`src/rtl/cqd_pkg.sv`:
```
package cqd_pkg;
  localparam int LW = 48;

  function automatic logic signed [LW-1:0] clamp_sym(input logic signed [LW-1:0] v,
                                                     input logic signed [LW-1:0] lim);
    if (v > lim)
      return lim;
    else if (v < -lim)
      return -lim;
    else
      return v;
  endfunction
endpackage

```
`src/rtl/cqd_nco.sv`:
```
module cqd_nco #(
  parameter int PH_W   = 32,
  parameter int ADDR_W = 10,
  parameter int AMP_W  = 12
) (
  input  logic                    clk,
  input  logic                    rst,
  input  logic                    step,
  input  logic [PH_W-1:0]         tune,
  output logic signed [AMP_W-1:0] sin_o,
  output logic signed [AMP_W-1:0] cos_o
);
  localparam int QW  = ADDR_W - 2;
  localparam int QN  = 1 << QW;
  localparam int AMP = (1 << (AMP_W - 1)) - 1;

  logic [PH_W-1:0]         phase;
  logic signed [AMP_W-1:0] qtab [QN];
  logic [ADDR_W-1:0]       addr_s, addr_c;

  for (genvar k = 0; k < QN; k++) begin : g_qtab
    localparam real ANG = 2.0 * 3.141592653589793 * (real'(k) + 0.5) / real'(1 << ADDR_W);
    assign qtab[k] = AMP_W'($rtoi($floor(real'(AMP) * $sin(ANG) + 0.5)));
  end

  function automatic logic signed [AMP_W-1:0] fold(input logic [ADDR_W-1:0] a);
    logic [QW-1:0] idx;
    idx = a[ADDR_W-2] ? ~a[QW-1:0] : a[QW-1:0];
    return a[ADDR_W-1] ? -qtab[idx] : qtab[idx];
  endfunction

  assign addr_s = phase[PH_W-1 -: ADDR_W];
  assign addr_c = addr_s + ADDR_W'(QN);
  assign sin_o  = fold(addr_s);
  assign cos_o  = fold(addr_c);

  always_ff @(posedge clk) begin
    if (rst)
      phase <= '0;
    else if (step)
      phase <= phase + tune;
  end
endmodule

```
`src/rtl/cqd_mavg.sv`:
```
module cqd_mavg #(
  parameter int IN_W  = 22,
  parameter int LOG_N = 3
) (
  input  logic                   clk,
  input  logic                   rst,
  input  logic                   step,
  input  logic signed [IN_W-1:0] din,
  output logic signed [IN_W-1:0] avg
);
  localparam int N     = 1 << LOG_N;
  localparam int SUM_W = IN_W + LOG_N;

  logic signed [IN_W-1:0]  tap [N];
  logic signed [SUM_W-1:0] sum, sum_n;

  for (genvar k = 0; k < N; k++) begin : g_tap
    if (k == 0) begin : g_head
      always_ff @(posedge clk) begin
        if (rst)
          tap[k] <= '0;
        else if (step)
          tap[k] <= din;
      end
    end else begin : g_body
      always_ff @(posedge clk) begin
        if (rst)
          tap[k] <= '0;
        else if (step)
          tap[k] <= tap[k-1];
      end
    end
  end

  assign sum_n = sum + SUM_W'(din) - SUM_W'(tap[N-1]);

  always_ff @(posedge clk) begin
    if (rst) begin
      sum <= '0;
      avg <= '0;
    end else if (step) begin
      sum <= sum_n;
      avg <= IN_W'(sum_n >>> LOG_N);
    end
  end
endmodule

```
`src/rtl/cqd_loop.sv`:
```
module cqd_loop
  import cqd_pkg::*;
#(
  parameter int              PROD_W = 22,
  parameter int              ERR_W  = 40,
  parameter int              PH_W   = 32,
  parameter int              LIM_W  = 24,
  parameter int              THR_W  = 40,
  parameter int              CNT_W  = 8,
  parameter int              KP_SH  = 8,
  parameter int              KI_SH  = 12,
  parameter logic [PH_W-1:0] NOM    = '0
) (
  input  logic                     clk,
  input  logic                     rst,
  input  logic                     step,
  input  logic                     gate,
  input  logic signed [PROD_W-1:0] q_prod,
  input  logic [LIM_W-1:0]         lim,
  input  logic [THR_W-1:0]         thr,
  input  logic [CNT_W-1:0]         need,
  output logic [PH_W-1:0]          tune,
  output logic                     lock
);
  logic                    gate_d, fall;
  logic signed [ERR_W-1:0] err;
  logic signed [LW-1:0]    integ;
  logic signed [LW-1:0]    e, limx, integ_s, off_s, mag, thrx;
  logic [CNT_W-1:0]        cnt, cnt_n;
  logic                    good;

  assign fall = gate_d && !gate;

  always_comb begin
    e       = LW'(err);
    limx    = $signed({{(LW-LIM_W){1'b0}}, lim});
    thrx    = $signed({{(LW-THR_W){1'b0}}, thr});
    integ_s = clamp_sym(integ - (e >>> KI_SH), limx);
    off_s   = clamp_sym(integ_s - (e >>> KP_SH), limx);
    mag     = (e < 0) ? -e : e;
    good    = mag < thrx;
    if (!good)
      cnt_n = '0;
    else if (cnt == {CNT_W{1'b1}})
      cnt_n = cnt;
    else
      cnt_n = cnt + 1'b1;
  end

  always_ff @(posedge clk) begin
    if (rst) begin
      gate_d <= 1'b0;
      err    <= '0;
      integ  <= '0;
      tune   <= NOM;
      cnt    <= '0;
      lock   <= 1'b0;
    end else begin
      gate_d <= gate;
      if (fall) begin
        err   <= '0;
        integ <= integ_s;
        tune  <= PH_W'(LW'(NOM) + off_s);
        cnt   <= cnt_n;
        lock  <= good && (cnt_n >= need);
      end else if (step && gate) begin
        err <= err + ERR_W'(q_prod);
      end
    end
  end
endmodule

```
`src/rtl/chroma_qdemod.sv`:
```
module chroma_qdemod #(
  parameter int  DATA_W = 10,
  parameter int  AMP_W  = 12,
  parameter int  PH_W   = 32,
  parameter int  ADDR_W = 10,
  parameter int  LOG_N  = 3,
  parameter int  ERR_W  = 40,
  parameter int  LIM_W  = 24,
  parameter int  THR_W  = 40,
  parameter int  CNT_W  = 8,
  parameter int  KP_SH  = 8,
  parameter int  KI_SH  = 12,
  parameter real F_SC   = 3.579545e6,
  parameter real F_S    = 50.0e6
) (
  input  logic                             clk,
  input  logic                             rst,
  input  logic                             in_valid,
  output logic                             in_ready,
  input  logic signed [DATA_W-1:0]         in_data,
  input  logic                             burst_gate,
  input  logic                             out_ready,
  output logic                             out_valid,
  output logic signed [DATA_W+AMP_W-1:0]   i_out,
  output logic signed [DATA_W+AMP_W-1:0]   q_out,
  input  logic [LIM_W-1:0]                 loop_lim,
  input  logic [THR_W-1:0]                 lock_thr,
  input  logic [CNT_W-1:0]                 lock_need,
  output logic [PH_W-1:0]                  tune_word,
  output logic                             locked
);
  localparam int              PROD_W = DATA_W + AMP_W;
  localparam int              N      = 1 << LOG_N;
  localparam logic [PH_W-1:0] NOM    = PH_W'($rtoi(F_SC / F_S * (2.0 ** PH_W) + 0.5));

  logic                     step;
  logic signed [AMP_W-1:0]  ref_s, ref_c;
  logic signed [PROD_W-1:0] i_prod, q_prod;
  logic [LOG_N:0]           fill, fill_n;
  logic                     ov_q;

  assign in_ready  = !ov_q || out_ready;
  assign step      = in_valid && in_ready;
  assign out_valid = ov_q;

  assign i_prod = PROD_W'(in_data) * PROD_W'(ref_c);
  assign q_prod = PROD_W'(in_data) * PROD_W'(ref_s);
  assign fill_n = (fill == (LOG_N+1)'(N)) ? fill : fill + 1'b1;

  cqd_nco #(.PH_W(PH_W), .ADDR_W(ADDR_W), .AMP_W(AMP_W)) nco_i (
    .clk(clk), .rst(rst), .step(step), .tune(tune_word),
    .sin_o(ref_s), .cos_o(ref_c)
  );

  cqd_mavg #(.IN_W(PROD_W), .LOG_N(LOG_N)) avg_i_i (
    .clk(clk), .rst(rst), .step(step), .din(i_prod), .avg(i_out)
  );

  cqd_mavg #(.IN_W(PROD_W), .LOG_N(LOG_N)) avg_q_i (
    .clk(clk), .rst(rst), .step(step), .din(q_prod), .avg(q_out)
  );

  cqd_loop #(
    .PROD_W(PROD_W), .ERR_W(ERR_W), .PH_W(PH_W), .LIM_W(LIM_W), .THR_W(THR_W),
    .CNT_W(CNT_W), .KP_SH(KP_SH), .KI_SH(KI_SH), .NOM(NOM)
  ) loop_i (
    .clk(clk), .rst(rst), .step(step), .gate(burst_gate), .q_prod(q_prod),
    .lim(loop_lim), .thr(lock_thr), .need(lock_need),
    .tune(tune_word), .lock(locked)
  );

  always_ff @(posedge clk) begin
    if (rst) begin
      fill <= '0;
      ov_q <= 1'b0;
    end else if (step) begin
      fill <= fill_n;
      ov_q <= (fill_n == (LOG_N+1)'(N));
    end else begin
      ov_q <= ov_q && !out_ready;
    end
  end
endmodule

```
`config.mk`:
```
export PLATFORM = sky130hd
export DESIGN_NAME = chroma_qdemod
export DESIGN_NICKNAME = d
export VERILOG_FILES = /design/src/rtl/cqd_pkg.sv /design/src/rtl/cqd_nco.sv /design/src/rtl/cqd_mavg.sv /design/src/rtl/cqd_loop.sv /design/src/rtl/chroma_qdemod.sv
export SDC_FILE = /design/constraint.sdc
export NUM_CORES = 2
export LEC_CHECK = 0
export ABC_CLOCK_PERIOD_IN_PS = 38100
export BUFFER_PORTS_ARGS = -buffer_cell sky130_fd_sc_hd__buf_2
export CAP_MARGIN = 20
export CORE_ASPECT_RATIO = 0.75
export CORE_MARGIN = 1.5
export CORE_UTILIZATION = 55
export DETAILED_ROUTE_END_ITERATION = 8
export MAX_ROUTING_LAYER = met4
export PLACE_DENSITY = 0.83
export SYNTH_ARGS = -nofsm -noshare
export SYNTH_HDL_FRONTEND = slang
export SYNTH_SLANG_ARGS = --single-unit
```
`constraint.sdc`:
```
create_clock -name clk -period 38.1 [get_ports clk]
set_input_delay 1.905 -clock clk [delete_from_list [all_inputs] [get_ports clk]]
set_output_delay 1.905 -clock clk [all_outputs]
set_load 0.05 [all_outputs]
```
==> metrics.csv <==
stage,metric,value,unit
outcome,status,completed,
cells_and_area,nets,7346,
clocking,post_cts_buffers,0,
sta,period_needed,16750,ps
logic_synthesis,synth_edf_count,352,
logic_synthesis,synth_area_per_cell,8.45,sq um
sta,finalHoldViolations,0,
critical_path,slowest_delay,870,ps
floorplan,die_w,370,um
critical_path,critPathCaptureType,flop,
detailed_routing,vias,50200,
detailed_routing,ant_nets,0,
critical_path,critPathKind,in2reg,
logic_synthesis,yosysSeqAreaShare,26.9,%
critical_path,crit_arrival,17330,ps
critical_path,path_max_fanout,58,
cells_and_area,final_common_cell,nand2_1,
place,dpl_cell_area,56900,sq um
critical_path,cpMostUsedCell,a21o_1,
detailed_routing,dr.pass1.iters,8,
run,cap_violations,0,
critical_path,reg2reg_slack,21730,ps
floorplan,placeableCoreArea,99600,sq um
global_route,grt_max_degree,136,
detailed_routing,drc_errors,0,
clocking,cts_buffer_depth,3,
logic_synthesis,async_reset_ff_share,0,%
logic_synthesis,ys_types,109,
sta,slew_viol_final,0,
floorplan,rows,100,
floorplan,die_height,278,um
place,portBuffers,165,
sta,worst_pin_slew,1320,ps
critical_path,worstPathRequired,38670,ps
floorplan,dieArea,103000,sq um
logic_synthesis,yosys_warnings,0,
sta,setup_viol,0,
logic_synthesis,synth_seq_cells,569,
sta,rsz0062_at_grt,false,
global_route,grt_pass1_wl,269000,um
clocking,cts_resized,0,
global_route,first_global_vias,46400,
sta,finalSetupTns,0,ps
clocking,htree_num_levels,2,
clocking,cts_sinks,569,
logic_synthesis,synth_cells,6557,
clocking,cts_tree,yes,
clocking,cts_made_buffers,60,
place,routabilityCongestion,1.10,
clocking,cts_hold_buf,0,
logic_synthesis,syn_nets,7453,
detailed_routing,postRouteWirelength,173000,um
cells_and_area,design_area,59000,sq um
min_path,hold_path_class,reg2reg,
floorplan,start_util,55.7,%
detailed_routing,wire_per_inst,22.1,um
sta,fin_crit_sh,44.0,%
clocking,clk_pin_slew,70,ps
critical_path,crit_path_start_kind,input port,
cells_and_area,drive_gt1_share,6.89,%
detailed_routing,routed_via_density,6.41,
cells_and_area,final_cell_mix,"nand2_1 (681), a21oi_1 (556), ha_1 (543)",
sta,relSlewSlack,11.4,%
clocking,root_buffer,clkbuf_16,
place,dp_hpwl,130000,um
sta,fmax,59.7,MHz
critical_path,slowest_stage,a2111oi_2,
logic_synthesis,syn_area,55400,sq um
clocking,clk_latency,690,ps
global_route,grtUsageTotal,33.9,%
logic_synthesis,dominantRegCellSynth,edfxtp_1,
cells_and_area,syn_to_final_growth,6.46,%
global_route,antenna_found_initial,4,
sta,finalClockSkew,69.6,ps
floorplan,io_pins,166,
global_route,grt_overflow,0,
detailed_routing,drtIter0Drc,6849,
-- critical path: cells and delay by family --
| family | cells | cell delay [ps] |
|---|---|---|
| AO/OA/AOI/OAI | 24 | 6770 |
| multiplexers | 1 | 140 |
| AND/OR/NAND/NOR | 17 | 5030 |
| XOR/XNOR | 1 | 170 |
| adder cells (fa/ha/maj) | 4 | 1460 |
| buffers and inverters | 6 | 1770 |
-- sequential cells by signal, indices dropped and copies added, names as in the netlist --
signal	count
avg_i_i.sum	25
avg_i_i.tap	176
avg_q_i.sum	25
avg_q_i.tap	176
fill	4
loop_i.cnt	8
loop_i.err	40
loop_i.gate_d	1
loop_i.integ	48
loop_i.lock	1
loop_i.tune	32
nco_i.phase	32
out_valid	1
-- kinds of logic after synthesis --
kind of cell	after synthesis	synth area share (%)
AND/OR/NAND/NOR	2221	19.6
AO/OA/AOI/OAI	1690	19.2
buffers and inverters	911	6.56
adder cells (fa/ha/maj)	809	21.9
flip-flops	569	26.9
XOR/XNOR	331	5.28
multiplexers	26	0.562
-- cell type report --
cell class / count / area, sq um
antenna: 1 / 2.50
clock buffer: 72 / 1600
fill: 8395 / 40600
timing repair buffer: 233 / 1330
inverter: 509 / 1920
tap: 1326 / 1660
multi-input combinational: 5077 / 37100
sequential: 569 / 14900
clock inverter: 42 / 520
-- layer usage --
layer  GRT usage, %  vias to the layer above  part of all wire, %  wire (um)
li1               -                    23000                    -          -
met1           50.9                    24000                   45      77300
met2           46.0                     2925                   40      69900
met3           7.79                      319                   13      21800
met4           7.40                        0                  2.5       4380
met5              -                        -                    0          0
-- worst paths after layout --
kind                         from               to  cells past startpoint
hold / removal        loop_i.lock      loop_i.lock                      2
setup / recovery      loop_lim[1]  loop_i.tune[26]                     53
hold reg to reg       loop_i.lock      loop_i.lock                      2
setup reg to reg  nco_i.phase[25]   loop_i.err[39]                     56
-- Yosys cell counts, types with 63 or more instances --
cell type  number  area (sq um)
nor3_1        118           591
a211oi_1       81           608
edfxtp_1      352         10600
a21oi_1       556          2780
xor2_1         89           780
a21o_1        160          1200
nand2b_1       70           438
ha_1          543          6790
nand3_1       116           581
clkbuf_1      311          1170
dfxtp_1       217          4340
xnor2_1       240          2100
and3_1        365          2280
nor2b_1        63           394
nor2_1        468          1760
nand2_1       686          2570
o21ai_0       368          1840
fa_1          266          5330
and2_1        131           820
inv_1         504          1890
-- metrics by stage --
step	util [%]	hold slack, ps	setup WS [ps]	instances
4_1_cts	59.2	453	21810	7825
3_3_place_gp	57.1	443	21570	7711
6_report	59.3	447	21350	7829
3_5_place_dp	57.1	438	21180	7711
2_1_floorplan	-	429	22860	6557
5_1_grt	59.3	471	20450	7829
Power is left out: the tool's default activity adds up to more than one toggle a clock period on the data nets, which glitch-free logic cannot reach.
